### config.mk
export PLATFORM = sky130hd
export DESIGN_NAME = word_byte_packer
export DESIGN_NICKNAME = d
export VERILOG_FILES = /design/src/rtl/wbp_pkg.sv /design/src/rtl/wbp_sizer.sv /design/src/rtl/wbp_pack.sv /design/src/rtl/wbp_unpack.sv /design/src/rtl/word_byte_packer.sv
export SDC_FILE = /design/constraint.sdc
export NUM_CORES = 1
export LEC_CHECK = 0
export ABC_CLOCK_PERIOD_IN_PS = 6600
export BUFFER_PORTS_ARGS = -buffer_cell sky130_fd_sc_hd__buf_2
export CAP_MARGIN = 0
export CORE_MARGIN = 2
export CORE_UTILIZATION = 40
export DETAILED_ROUTE_END_ITERATION = 12
export PLACE_DENSITY = 0.56
export SLEW_MARGIN = 20
export SYNTH_ARGS = -nofsm -noshare
export SYNTH_HDL_FRONTEND = slang
export SYNTH_HIERARCHICAL = 1
export SYNTH_SLANG_ARGS = --single-unit
export TNS_END_PERCENT = 30
### constraint.sdc
create_clock -name clk -period 6.6 [get_ports clk]
set_clock_uncertainty 0.15 [all_clocks]
set_input_delay 0 -clock clk [delete_from_list [all_inputs] [get_ports clk]]
set_output_delay 0 -clock clk [all_outputs]
set_load 0.02 [all_outputs]
### src/rtl/wbp_pkg.sv
package wbp_pkg;
  localparam int WORD_W = 12;
  localparam int BYTE_W = 8;
  localparam int NIB_W  = WORD_W - BYTE_W;

  // requested words: 4096 - neg, where neg == 0 means 4096
  function automatic logic [WORD_W:0] wc_true(input logic [WORD_W-1:0] neg);
    return (WORD_W+1)'(1 << WORD_W) - {1'b0, neg};
  endfunction

  // packed-mode byte span of n words
  function automatic logic [WORD_W+1:0] bytes12(input logic [WORD_W:0] n);
    return (({1'b0, n} * (WORD_W+2)'(3)) + (WORD_W+2)'(1)) >> 1;
  endfunction
endpackage

### src/rtl/wbp_sizer.sv
module wbp_sizer
  import wbp_pkg::*;
#(
  parameter int SECT_BYTES = 256,
  parameter int BC_W       = $clog2(SECT_BYTES + 1)
) (
  input  logic [WORD_W-1:0] wc_neg,
  input  logic              mode8,
  output logic [BC_W-1:0]   n_words,
  output logic [BC_W-1:0]   n_bytes
);
  localparam int CAP12 = (SECT_BYTES * 2) / 3;

  logic [WORD_W:0]   tw;
  logic [WORD_W+1:0] b12;

  always_comb begin
    tw  = wc_true(wc_neg);
    b12 = bytes12(tw);
    if (mode8) begin
      if (tw > (WORD_W+1)'(SECT_BYTES)) n_bytes = BC_W'(SECT_BYTES);
      else                              n_bytes = BC_W'(tw);
      n_words = n_bytes;
    end else if (b12 > (WORD_W+2)'(SECT_BYTES)) begin
      n_bytes = BC_W'(SECT_BYTES);
      n_words = BC_W'(CAP12);
    end else begin
      n_bytes = BC_W'(b12);
      n_words = BC_W'(tw);
    end
  end
endmodule

### src/rtl/wbp_pack.sv
module wbp_pack
  import wbp_pkg::*;
#(
  parameter int SECT_BYTES = 256,
  parameter int BC_W       = $clog2(SECT_BYTES + 1)
) (
  input  logic              clk,
  input  logic              rst_n,
  input  logic              go,
  input  logic              mode8,
  input  logic [BC_W-1:0]   n_words,
  input  logic [BC_W-1:0]   n_bytes,
  input  logic              wi_valid,
  output logic              wi_ready,
  input  logic [WORD_W-1:0] wi_data,
  output logic              bo_valid,
  input  logic              bo_ready,
  output logic [BYTE_W-1:0] bo_data,
  output logic              active,
  output logic              fin,
  output logic              pad
);
  logic [BC_W-1:0]   k, wi;
  logic [1:0]        ph;
  logic [NIB_W-1:0]  nib;
  logic [BYTE_W-1:0] hi;
  logic              need_word, fire;
  logic [BYTE_W-1:0] raw;

  assign need_word = active && (wi < n_words) && (mode8 || ph != 2'd2);
  assign pad       = active && (k >= n_bytes);
  assign bo_valid  = active && (!need_word || wi_valid);
  assign wi_ready  = need_word && bo_ready;
  assign fire      = bo_valid && bo_ready;
  assign fin       = fire && (k == BC_W'(SECT_BYTES - 1));

  always_comb begin
    raw = '0;
    if (mode8 || ph == 2'd0)
      raw = need_word ? wi_data[BYTE_W-1:0] : '0;
    else if (ph == 2'd1)
      raw = {need_word ? wi_data[NIB_W-1:0] : {NIB_W{1'b0}}, nib};
    else
      raw = hi;
    bo_data = pad ? '0 : raw;
  end

  always_ff @(posedge clk or negedge rst_n) begin
    if (!rst_n) begin
      active <= 1'b0;
      k      <= '0;
      wi     <= '0;
      ph     <= '0;
      nib    <= '0;
      hi     <= '0;
    end else if (go) begin
      active <= 1'b1;
      k      <= '0;
      wi     <= '0;
      ph     <= '0;
    end else if (fire) begin
      k  <= k + 1'b1;
      ph <= (mode8 || ph == 2'd2) ? 2'd0 : ph + 2'd1;
      if (need_word) begin
        wi <= wi + 1'b1;
        if (!mode8 && ph == 2'd0) nib <= wi_data[WORD_W-1:BYTE_W];
        if (!mode8 && ph == 2'd1) hi  <= wi_data[WORD_W-1:NIB_W];
      end
      if (fin) active <= 1'b0;
    end
  end
endmodule

### src/rtl/wbp_unpack.sv
module wbp_unpack
  import wbp_pkg::*;
#(
  parameter int SECT_BYTES = 256,
  parameter int BC_W       = $clog2(SECT_BYTES + 1)
) (
  input  logic              clk,
  input  logic              rst_n,
  input  logic              go,
  input  logic              mode8,
  input  logic [BC_W-1:0]   n_bytes,
  input  logic [BC_W-1:0]   src_len,
  input  logic              bi_valid,
  output logic              bi_ready,
  input  logic [BYTE_W-1:0] bi_data,
  output logic              wo_valid,
  input  logic              wo_ready,
  output logic [WORD_W-1:0] wo_data,
  output logic              active,
  output logic              fin,
  output logic              fill
);
  logic [BC_W-1:0]   k;
  logic [1:0]        ph;
  logic [BYTE_W-1:0] lo;
  logic [NIB_W-1:0]  nib;
  logic [BYTE_W-1:0] cur;
  logic              avail, emits, fire;

  assign fill     = active && (k >= src_len);
  assign cur      = fill ? '0 : bi_data;
  assign avail    = fill || bi_valid;
  assign emits    = mode8 || ph != 2'd0;
  assign wo_valid = active && avail && emits;
  assign fire     = active && avail && (!emits || wo_ready);
  assign bi_ready = active && !fill && (!emits || wo_ready);
  assign fin      = fire && (k == n_bytes - 1'b1);

  always_comb begin
    if (mode8)           wo_data = {{NIB_W{1'b0}}, cur};
    else if (ph == 2'd1) wo_data = {cur[NIB_W-1:0], lo};
    else                 wo_data = {cur, nib};
  end

  always_ff @(posedge clk or negedge rst_n) begin
    if (!rst_n) begin
      active <= 1'b0;
      k      <= '0;
      ph     <= '0;
      lo     <= '0;
      nib    <= '0;
    end else if (go) begin
      active <= 1'b1;
      k      <= '0;
      ph     <= '0;
    end else if (fire) begin
      k  <= k + 1'b1;
      ph <= (mode8 || ph == 2'd2) ? 2'd0 : ph + 2'd1;
      if (!mode8 && ph == 2'd0) lo  <= cur;
      if (!mode8 && ph == 2'd1) nib <= cur[BYTE_W-1:NIB_W];
      if (fin) active <= 1'b0;
    end
  end
endmodule

### src/rtl/word_byte_packer.sv
module word_byte_packer
  import wbp_pkg::*;
#(
  parameter int SECT_BYTES = 256,
  parameter int BC_W       = $clog2(SECT_BYTES + 1)
) (
  input  logic              clk,
  input  logic              rst_n,
  input  logic              start,
  input  logic              dir_rd,
  input  logic              mode8,
  input  logic [11:0]       wc_neg,
  input  logic [8:0]        src_len,
  output logic              busy,
  output logic              done,
  input  logic              wi_valid,
  output logic              wi_ready,
  input  logic [11:0]       wi_data,
  output logic              bo_valid,
  input  logic              bo_ready,
  output logic [7:0]        bo_data,
  input  logic              bi_valid,
  output logic              bi_ready,
  input  logic [7:0]        bi_data,
  output logic              wo_valid,
  input  logic              wo_ready,
  output logic [11:0]       wo_data
);
  logic            launch;
  logic            cfg_m8, cfg_rd;
  logic [BC_W-1:0] cfg_words, cfg_bytes, cfg_src;
  logic [BC_W-1:0] sz_words, sz_bytes;
  logic            pk_active, pk_fin, pk_pad;
  logic            up_active, up_fin, up_fill;

  assign busy   = pk_active || up_active;
  assign launch = start && !busy;

  wbp_sizer #(.SECT_BYTES(SECT_BYTES), .BC_W(BC_W)) u_size (
    .wc_neg (wc_neg),
    .mode8  (mode8),
    .n_words(sz_words),
    .n_bytes(sz_bytes)
  );

  always_ff @(posedge clk or negedge rst_n) begin
    if (!rst_n) begin
      cfg_m8    <= 1'b0;
      cfg_rd    <= 1'b0;
      cfg_words <= '0;
      cfg_bytes <= '0;
      cfg_src   <= '0;
      done      <= 1'b0;
    end else begin
      if (launch) begin
        cfg_m8    <= mode8;
        cfg_rd    <= dir_rd;
        cfg_words <= sz_words;
        cfg_bytes <= sz_bytes;
        cfg_src   <= BC_W'(src_len);
        done      <= 1'b0;
      end else if (pk_fin || up_fin) begin
        done      <= 1'b1;
      end
    end
  end

  wbp_pack #(.SECT_BYTES(SECT_BYTES), .BC_W(BC_W)) u_pack (
    .clk     (clk),
    .rst_n   (rst_n),
    .go      (launch && !dir_rd),
    .mode8   (cfg_m8),
    .n_words (cfg_words),
    .n_bytes (cfg_bytes),
    .wi_valid(wi_valid),
    .wi_ready(wi_ready),
    .wi_data (wi_data),
    .bo_valid(bo_valid),
    .bo_ready(bo_ready),
    .bo_data (bo_data),
    .active  (pk_active),
    .fin     (pk_fin),
    .pad     (pk_pad)
  );

  wbp_unpack #(.SECT_BYTES(SECT_BYTES), .BC_W(BC_W)) u_unpack (
    .clk     (clk),
    .rst_n   (rst_n),
    .go      (launch && dir_rd),
    .mode8   (cfg_m8),
    .n_bytes (cfg_bytes),
    .src_len (cfg_src),
    .bi_valid(bi_valid),
    .bi_ready(bi_ready),
    .bi_data (bi_data),
    .wo_valid(wo_valid),
    .wo_ready(wo_ready),
    .wo_data (wo_data),
    .active  (up_active),
    .fin     (up_fin),
    .fill    (up_fill)
  );
endmodule

==> summary.md, run 1 <==
| Metric | Value |
|---|---|
| Cells after synthesis | `798` |
| Global-route wire length before repair | `28500 um` |
| CP Launch Type | `input pin` |
| Pin count of the biggest net entering global routing | `58` |
| Final ANT Viol Nets | `0` |
| Core box area | `17300 um2` |
| Tightest Pin Transition | `0.8814 ns` |
| Worst Hold Class | `input pin to flip-flop` |
| Hold Startpoint | `mode8` |
| Final nets | `984` |
| WL per Instance | `15.25 um` |
| Worst R2R Path Depth | `7` |
| Reg-to-reg endpoint | `u_unpack/lo[4]$_DFFE_PN0P_` |
| Slew margin rel. | `0.4098` |
| Die width | `137.2 um` |
| Final Cycle Share | `0.6562` |
| Residual DRC | `0` |
| CTS sink count | `86` |
| Drt pass-1 iters | `5` |
| Max_cap viols | `0` |
| Initial antenna violation count | `0` |
| CP endpoint kind | `flip-flop` |
| Vias in the first global route | `5780` |
| Final min period | `4.331 ns` |
| Max Buffers Root-to-Sink | `2` |
| Endpoints failing setup | `0` |
| Post-synthesis average cell area | `8.898 um2` |
| Critical R2R Launch | `u_unpack/k[5]$_DFFE_PN0P_` |
| Initial core utilization | `0.4105` |
| Status | `finished, final reports clean` |
| CTS Root Buffer Type | `clkbuf_16` |
| Setup CP Type | `input pin to flip-flop` |
| Starting DRT DRC Count | `360` |
| Ys Warns | `6` |
| IO Pins | `76` |
| CTS H-tree depth | `3` |
| Post-Route Setup TNS | `0 ns` |
| WP data arrival | `4.42 ns` |
| FF-to-FF setup slack | `3.64 ns` |
| Rows | `48` |
| Max Fclk | `0.2309 GHz` |
| WL final | `16950 um` |
| Clock-pin slew on the worst setup and hold paths | `0.07 ns` |
| Global-route usage over all layers | `0.1884` |
| Gr ovfl total | `0` |
| Die height | `137.2 um` |
| Final hold vios | `0` |
| Hold Path Depth | `2` |
| Post-route core utilization | `0.4770` |
| Antenna Cells | `0` |
| Endpoint, Worst Hold | `cfg_m8$_DFFE_PN0P_` |
| Vias/cell | `5.459` |
| Power Density | `302.5 nW/um2` |
| Share of cells above drive strength 1 | `0.2099` |
| RSZ-0062 raised after global routing | `false` |
| TritonCTS clock tree | `yes` |
| Worst vdd ir | `0.0001734 V` |
| Die footprint | `18830 um2` |
| Synth Net Count | `901` |
| Max-slew violations | `0` |
| Tightest hold margin | `0.01670 ns` |
| Post-DP HPWL | `12560 um` |
| Post-Syn Area | `7101 um2` |
| Pleak | `3.675 nW` |
| Area delta synth->final | `16.19%` |
| Worst-Skew Late Latency | `0.35 ns` |
| PortBufs | `75` |
| Gpl congestion | `0.8167` |
| Worst-path maximum fanout | `12` |
| Total CTS buffers | `9` |
| CP Data Required Time | `6.69 ns` |
| Vias | `6065` |
## cell usage in the layout, fill, tap and decap left out, types with 13 or more instances in the layout
cell type and instances:
dfrtp_1 86, buf_2 74, nor2_1 63, inv_1 63, nand2_1 55, ha_1 53
a21oi_1 50, mux2_2 49, nand3_1 31, dlygate4sd3_1 29, o21ai_0 25, xnor2_1 25
nor2b_1 17, nand4_1 16, mux2i_1 14, a211oi_1 14, nor3_1 13
## sequential cells by signal, summed over array words and instances (netlist names), 2 cells and up
signal        flops
cfg_words         9
u_pack/hi         8
u_pack/k          9
u_pack/wi         9
u_pack/nib        4
u_unpack/ph       2
u_unpack/k        9
cfg_src           9
u_unpack/lo       8
u_pack/ph         2
cfg_bytes         9
u_unpack/nib      4
## what timing repair did
action | CTS | global route
buffers inserted | 0 | 0
gates resized for setup | 0 | 0
hold buffers | 30 | 0
hold endpoints to repair | 64 | 0
## worst max-delay path: stages
cell       delay, ns
buf_2           0.14
inv_1           0.11
ha_1            0.41
nand2_1         0.20
xnor2_1         0.39
ha_1            0.35
nor4b_1         0.16
a31oi_1         0.17
nand3_1         0.18
nor3_1          0.56
xor2_1          0.16
o31ai_2         0.49
o2111ai_2       0.48
a22o_1          0.37
mux2_2          0.26
## power breakdown
| group | leakage (nW) | switching [mW] | internal, mW |
|---|---|---|---|
| clock network | 0.173 | 0.222 | 0.383 |
| registers | 1.09 | 0.130 | 0.668 |
| logic | 2.41 | 0.627 | 0.466 |
| total | 3.68 | 0.979 | 1.52 |
## routing by layer
layer | vias to the layer above | track usage | wire (um)
li1 | 3069 | - | -
met1 | 2861 | 0.2630 | 8400
met2 | 122 | 0.2999 | 7562
met3 | 13 | 0.03716 | 814
met4 | 0 | 0.04582 | 172
met5 | - | 0 | 0
## worst max path at each step
stage	to	cells after the start	startpoint	slack [ns]
3_3_place_gp	cfg_words[1]$_DFFE_PN0P_	15	wc_neg[1]	2.09
2_1_floorplan	cfg_words[3]$_DFFE_PN0P_	17	wc_neg[0]	2.81
3_5_place_dp	cfg_words[7]$_DFFE_PN0P_	15	wc_neg[1]	1.94
6_report	cfg_words[7]$_DFFE_PN0P_	15	wc_neg[1]	2.27
4_1_cts	cfg_words[7]$_DFFE_PN0P_	15	wc_neg[1]	2.32
5_1_grt	cfg_words[7]$_DFFE_PN0P_	15	wc_neg[1]	1.94
## stage by stage
step	instances	power (mW)	worst slack (ns)	cell area, um2
final	1111	2.495	2.269	8250
after global routing	1111	2.703	1.936	8250
after CTS	1111	2.515	2.317	8250
after detailed placement	1065	1.883	1.935	7585
after global placement	1065	1.879	2.091	7585
after floorplan	798	1.623	2.809	7101
## final cells by class
class | count | area (um2)
Fill cell | 1664 | 9046
Clock buffer | 10 | 239.0
Multi-Input combinational cell | 613 | 4514
Tap cell | 225 | 281.5
Clock inverter | 6 | 116.4
Inverter | 63 | 236.5
Sequential cell | 86 | 2152
Timing Repair Buffer | 108 | 710.7
Power figures use the tool's default switching activity.
==> run 2, diff against run 1 <==
--- a/config.mk
+++ b/config.mk
@@ -5,13 +5,13 @@
 export SDC_FILE = /design/constraint.sdc
 export NUM_CORES = 1
 export LEC_CHECK = 0
-export ABC_CLOCK_PERIOD_IN_PS = 6600
+export ABC_CLOCK_PERIOD_IN_PS = 3700
 export BUFFER_PORTS_ARGS = -buffer_cell sky130_fd_sc_hd__buf_2
 export CAP_MARGIN = 0
 export CORE_MARGIN = 2
 export CORE_UTILIZATION = 40
 export DETAILED_ROUTE_END_ITERATION = 12
-export PLACE_DENSITY = 0.56
+export PLACE_DENSITY = 0.58
 export SLEW_MARGIN = 20
 export SYNTH_ARGS = -nofsm -noshare
 export SYNTH_HDL_FRONTEND = slang
==> constraint.sdc (replaced) <==
create_clock -name clk -period 3.7 [get_ports clk]
set_clock_uncertainty 0.15 [all_clocks]
set_input_delay 0 -clock clk [delete_from_list [all_inputs] [get_ports clk]]
set_output_delay 0 -clock clk [all_outputs]
set_load 0.02 [all_outputs]
==> summary.md, run 2 (same netlist as run 1, synthesis figures left out) <==
| Metric | Value |
|---|---|
| Post-CTS Setup Repair Bufs | `0 (unchanged)` |
| CP endpoint kind | `flip-flop` |
| Initial core utilization | `0.4105 (unchanged)` |
| M1 GR Usage | `0.2555 (-0.007524)` |
| Core box area | `17300 um2 (unchanged)` |
| Max Fclk | `0.2948 GHz` |
| # fillers | `1681 (+1.0%)` |
| Vias/cell | `5.444 (-0.27%)` |
| CP Data Required Time | `3.78 ns (-2.91 ns)` |
| Endpoints failing setup | `0 (unchanged)` |
| Antenna Cells | `0 (unchanged)` |
| Rows | `48 (unchanged)` |
| Final Cycle Share | `0.9169` |
| Pleak | `3.739 nW (+1.7%)` |
| CTS sink count | `86 (unchanged)` |
| Worst-path maximum fanout | `8 (-4)` |
| Global-route usage over all layers | `0.1850 (-0.003446)` |
| Clock-pin slew on the worst setup and hold paths | `0.07 ns (about the same)` |
| Status | `finished, final reports clean` |
| Critical-path cell list | `buf_2 -> nor4_4 -> nand2_1 -> xnor2_1 -> ha_1 -> nor4b_1 -> a31oi_1 -> nand3_1 -> o22ai_1 -> o21ai_0 -> a311oi_2 -> o211ai_1 -> o21ai_0 -> mux2_1` |
| Critical Path Most Common Cell | `o21ai_0` |
| Gpl congestion | `0.8551 (+4.7%)` |
| Most common cell after layout, fill and taps aside | `dfrtp_1` |
| Clock power frac | `0.205 (-0.037)` |
| WP buf/inv | `1 (-1)` |
| WP data arrival | `3.48 ns (-0.94 ns)` |
| Vias in the first global route | `5701 (-1.4%)` |
| CTS H-tree depth | `3 (unchanged)` |
| Post-Route Setup TNS | `0 ns (unchanged)` |
| Power Density | `512.8 nW/um2 (+70%)` |
| Gr ovfl total | `0 (unchanged)` |
| Pin count of the biggest net entering global routing | `65 (+12%)` |
| Setup CP Type | `input pin to flip-flop` |
| Max Buffers Root-to-Sink | `2 (unchanged)` |
| Logic pwr share | `0.464 (+0.026)` |
| Worst Hold Class | `input pin to flip-flop` |
| Area delta synth->final | `17.30%` |
| DP Cell Count | `1089 (+2.3%)` |
| Share of cells above drive strength 1 | `0.2326 (+0.02270)` |
| Die footprint | `18830 um2 (unchanged)` |
| Commonest cells after routing, fill and taps aside | `dfrtp_1 (86), buf_2 (74), nor2_1 (63), inv_1 (63), nand2_1 (55)` |
| Max-slew violations | `0 (unchanged)` |
| Final hold vios | `0 (unchanged)` |
| IO Pins | `76 (unchanged)` |
| Final min period | `3.393 ns` |
| Psw | `1.767 mW (+81%)` |
| Met2 Track Usage GR | `0.3046 (+0.004699)` |
| Gr busiest metal | `met2` |
| Initial antenna violation count | `0 (unchanged)` |
| Reg power frac | `0.331 (+0.011)` |
| CP Launch Type | `input pin` |
| Critical path's top delay family | `compound AO/OA/AOI/OAI gates` |
| RSZ-0062 raised after global routing | `false` |
| Final ANT Viol Nets | `0 (unchanged)` |
| Post-DP HPWL | `12800 um (+2.0%)` |
| Total CTS buffers | `9 (unchanged)` |
| Worst stage delay on the critical path | `0.51 ns (-0.05 ns)` |
| TritonCTS clock tree | `yes` |
| Worst vdd ir | `0.0002767 V (+60%)` |
| Global-route wire length before repair | `28030 um (-1.6%)` |
| Finished Layout Cells | `1132 (+1.9%)` |
| PortBufs | `75 (unchanged)` |
| Drt pass-1 iters | `5 (unchanged)` |
| Slew margin rel. | `0.4464 (+0.03654)` |
| Worst-Skew Late Latency | `0.35 ns (about the same)` |
| Vias | `6163 (+1.6%)` |
| Die width | `137.2 um (unchanged)` |
| Slowest CP cell | `o211ai_1` |
| Sw Ratio | `0.4138 (+0.02139)` |
| CTS Root Buffer Type | `clkbuf_16` |
| WL final | `17130 um (+1.1%)` |
| WL per Instance | `15.13 um (-0.81%)` |
| Max_cap viols | `0 (unchanged)` |
| Post-route core utilization | `0.4816 (+0.004557)` |
| M3 GR Usage | `0.03495 (-0.002208)` |
| Residual DRC | `0 (unchanged)` |
| Final nets | `1005 (+2.1%)` |
| Starting DRT DRC Count | `280 (-22%)` |
| Tightest Pin Transition | `0.8268 ns (-0.05456 ns)` |
| Internal | `2.504 mW (+65%)` |
| Die height | `137.2 um (unchanged)` |
## run 2: cell types whose count changed in the layout (fill, tap and decap cells not counted), moves of 2 or more
cell	before	now
clkinv_4	2	0
clkinvlp_4	0	3
buf_4	4	28
dlygate4sd3_1	29	27
bufinv_16	3	0
## run 2: power groups by stage
| stage | sequential [mW] | combinational, mW | clock [mW] |
|---|---|---|---|
| 6_report | 1.42 | 1.98 | 0.874 |
| 5_1_grt | 1.46 | 2.22 | 0.937 |
| 4_1_cts | 1.42 | 1.99 | 0.902 |
| 3_5_place_dp | 1.43 | 1.96 | 0 |
| 3_3_place_gp | 1.43 | 1.94 | 0 |
| 2_1_floorplan | 1.36 | 1.54 | 0 |
## run 2: area by class of cell
type / count / area (um2) / share of cell area
Multi-Input combinational cell: 613 / 4527 / 0.5435
Tap cell: 225 / 281.5 / 0.03380
Sequential cell: 86 / 2152 / 0.2584
Inverter: 63 / 236.5 / 0.02839
Clock inverter: 7 / 56.30 / 0.006760
Timing Repair Buffer: 129 / 850.8 / 0.1021
Clock buffer: 9 / 225.2 / 0.02704
## run 2: metal layers
layer  vias up  routed length, um
met5         -                  0
met4         0                152
met3         9                581
met2        86               7915
met1      2947               8479
li1       3121                  -
## run 2: repair_timing
action / in CTS / in global routing
hold endpoints to repair: 98 / 0
endpoints found under the setup margin: 0 / 1
hold buffers: 27 / 0
resized for setup: 0 / 1
## run 2: worst paths after layout
path | cells past startpoint | to | from | slack, ns
setup / recovery | 14 | cfg_bytes[5]$_DFFE_PN0P_ | wc_neg[2] | 0.31
hold / removal | 2 | cfg_m8$_DFFE_PN0P_ | mode8 | 0.03
setup reg to reg | 7 | u_unpack/lo[7]$_DFFE_PN0P_ | u_unpack/k[5]$_DFFE_PN0P_ | 0.77
hold reg to reg | 1 | u_unpack/nib[3]$_DFFE_PN0P_ | u_unpack/nib[3]$_DFFE_PN0P_ | 0.35
max in group asynchronous | 3 | u_unpack/lo[0]$_DFFE_PN0P_ | rst_n | 2.45
min in group asynchronous | 2 | cfg_src[6]$_DFFE_PN0P_ | rst_n | 0.12
## run 2: stage by stage
stage | hold slack (ns) | setup WS [ns] | total power [mW] | cell area [um2]
floorplan | -0.4456 | 0.004765 | 2.896 | 7106
global placement | 0.008931 | 0.07159 | 3.370 | 7770
detailed placement | 0.008581 | 0.01788 | 3.394 | 7770
CTS | 0.01557 | 0.3847 | 4.311 | 8322
global route | 0.04465 | 0.004143 | 4.618 | 8329
finish | 0.02546 | 0.3074 | 4.271 | 8329
==> run 3, diff against run 2 <==
--- a/config.mk
+++ b/config.mk
@@ -11,6 +11,7 @@
 export CORE_MARGIN = 2
 export CORE_UTILIZATION = 40
 export DETAILED_ROUTE_END_ITERATION = 12
+export MAX_ROUTING_LAYER = met4
 export PLACE_DENSITY = 0.58
 export SLEW_MARGIN = 20
 export SYNTH_ARGS = -nofsm -noshare
==> summary.md, run 3 (same netlist as run 1, synthesis figures left out) <==
| Metric | Value |
|---|---|
| Worst-path maximum fanout | `8 (unchanged)` |
| IO Pins | `76 (unchanged)` |
| Initial core utilization | `0.4105 (unchanged)` |
| Worst vdd ir | `0.0002763 V (-0.13%)` |
| Gr ovfl total | `0 (unchanged)` |
| Pleak | `3.739 nW (unchanged)` |
| Tightest Pin Transition | `0.8120 ns (-0.01479 ns)` |
| FF-to-FF setup slack | `0.77 ns (about the same)` |
| Vias in the first global route | `5693 (-0.14%)` |
| Worst Hold Class | `input pin to flip-flop` |
| Share of cells above drive strength 1 | `0.2326 (unchanged)` |
| Max Fclk | `0.2973 GHz (+0.87%)` |
| WL final | `17120 um (about the same)` |
| Vias | `6200 (+0.60%)` |
| Post-Route Setup TNS | `0 ns (unchanged)` |
| Max-slew violations | `0 (unchanged)` |
| Die height | `137.2 um (unchanged)` |
| CP Data Required Time | `3.78 ns (about the same)` |
| CP endpoint kind | `flip-flop` |
| CTS H-tree depth | `3 (unchanged)` |
| Global-route usage over all layers | `0.1911 (+0.006083)` |
| Starting DRT DRC Count | `302 (+7.9%)` |
| Critical Path Most Common Cell | `o21ai_0` |
| Post-CTS Setup Repair Bufs | `0 (unchanged)` |
| Antenna Cells | `0 (unchanged)` |
| RSZ-0062 raised after global routing | `false` |
| Endpoint, Worst Hold | `cfg_m8$_DFFE_PN0P_` |
| Final min period | `3.363 ns (-0.02911 ns)` |
| Gpl congestion | `0.8687 (+1.6%)` |
| Critical-path cell list | `buf_2 -> nor4_4 -> nand2_1 -> xnor2_1 -> ha_1 -> nor4b_1 -> a31oi_1 -> nand3_1 -> o22ai_1 -> o21ai_0 -> a311oi_2 -> o211ai_1 -> o21ai_0 -> mux2_1` |
| Setup CP Type | `input pin to flip-flop` |
| CP Launch Type | `input pin` |
| Global-route wire length before repair | `28170 um (+0.47%)` |
| PortBufs | `75 (unchanged)` |
| Total CTS buffers | `9 (unchanged)` |
| Most common cell after layout, fill and taps aside | `dfrtp_1` |
| # fillers | `1681 (unchanged)` |
| Slowest CP cell | `o211ai_1` |
| Max_cap viols | `0 (unchanged)` |
| Max Buffers Root-to-Sink | `2 (unchanged)` |
| Residual DRC | `0 (unchanged)` |
| Clock-pin slew on the worst setup and hold paths | `0.07 ns (about the same)` |
| Die footprint | `18830 um2 (unchanged)` |
| Worst-Skew Late Latency | `0.35 ns (about the same)` |
| Power Density | `512.8 nW/um2 (about the same)` |
| Drt pass-1 iters | `5 (unchanged)` |
| WL per Instance | `15.12 um (about the same)` |
| Hold Startpoint | `mode8` |
| Final hold vios | `0 (unchanged)` |
| Final ANT Viol Nets | `0 (unchanged)` |
| Hold Path Depth | `2 (unchanged)` |
| Endpoints failing setup | `0 (unchanged)` |
| Post-DP HPWL | `12800 um (unchanged)` |
| DP Cell Count | `1089 (unchanged)` |
| WP data arrival | `3.45 ns (-0.03 ns)` |
| Worst stage delay on the critical path | `0.50 ns (about the same)` |
| Pin count of the biggest net entering global routing | `65 (unchanged)` |
| Critical R2R Launch | `u_unpack/k[5]$_DFFE_PN0P_` |
| Worst R2R Path Depth | `7 (unchanged)` |
| Finished Layout Cells | `1132 (unchanged)` |
| Vias/cell | `5.477 (+0.60%)` |
| Core box area | `17300 um2 (unchanged)` |
| Final nets | `1005 (unchanged)` |
| Commonest cells after routing, fill and taps aside | `dfrtp_1 (86), buf_2 (74), nor2_1 (63), inv_1 (63), nand2_1 (55)` |
| Rows | `48 (unchanged)` |
| Reg-to-reg endpoint | `u_unpack/lo[7]$_DFFE_PN0P_` |
| Slew margin rel. | `0.4563 (+0.009906)` |
| CTS Root Buffer Type | `clkbuf_16` |
| TritonCTS clock tree | `yes` |
| Status | `finished, final reports clean` |
| Die width | `137.2 um (unchanged)` |
| Final Cycle Share | `0.9090 (-0.007869)` |
| CTS sink count | `86 (unchanged)` |
| Initial antenna violation count | `0 (unchanged)` |
| Post-route core utilization | `0.4816 (unchanged)` |
| Area delta synth->final | `17.30% (unchanged)` |
| Tightest hold margin | `0.02523 ns (-0.0002371 ns)` |
## run 3: how the worst max path moves through the flow
stage          startpoint  slack [ns]                  endpoint  cells after the start
5_1_grt         wc_neg[2]       0.001  cfg_bytes[5]$_DFFE_PN0P_                     14
4_1_cts         wc_neg[1]        0.38  cfg_bytes[7]$_DFFE_PN0P_                     15
2_1_floorplan   wc_neg[0]       0.005  cfg_words[7]$_DFFE_PN0P_                     17
3_3_place_gp    wc_neg[1]        0.07  cfg_bytes[8]$_DFFE_PN0P_                     15
6_report        wc_neg[2]        0.34  cfg_bytes[5]$_DFFE_PN0P_                     14
3_5_place_dp    wc_neg[1]        0.02  cfg_bytes[7]$_DFFE_PN0P_                     15
## run 3: final cells by class
cell class                 count  area [um2]  share of cell area
multi-input combinational    613        4527              0.5435
sequential                    86        2152              0.2584
timing repair buffer         129       850.8              0.1021
tap                          225       281.5             0.03380
inverter                      63       236.5             0.02839
clock buffer                   9       225.2             0.02704
clock inverter                 7       56.30            0.006760
## run 3: critical path, delay by kind of cell
| kind | cells | cell delay (ns) |
|---|---|---|
| AOI/OAI and AO/OA | 6 | 1.44 |
| xor gates and xnor gates | 1 | 0.18 |
| adders and majority gates | 1 | 0.37 |
| buffers and inverters | 1 | 0.17 |
| muxes | 1 | 0.32 |
| and+or+nand+nor | 4 | 0.97 |
## run 3: what timing repair did
item / in CTS / in global routing
hold buffers: 27 / 0
gates resized for setup: 0 / 1
setup endpoints to repair: 0 / 1
endpoints found under the hold margin: 98 / 0
## run 3: power by group
group	switching (mW)	internal [mW]
logic	1.13	0.850
clock network	0.409	0.463
registers	0.224	1.19
## run 3: through the flow
step / area, um2 / power (mW) / setup WS [ns]
floorplan: 7106 / 2.896 / 0.004765
global placement: 7770 / 3.370 / 0.07159
detailed placement: 7770 / 3.394 / 0.01788
CTS: 8322 / 4.311 / 0.3847
global route: 8329 / 4.619 / 0.001315
finish: 8329 / 4.271 / 0.3365
## run 3: routing by layer
metal / wire length, um / track usage / vias up
met3: 596 / 0.03495 / 12
met2: 7915 / 0.3035 / 96
li1: - / - / 3118
met1: 8458 / 0.2585 / 2974
met4: 146 / 0.03322 / 0
met5: 0 / - / -
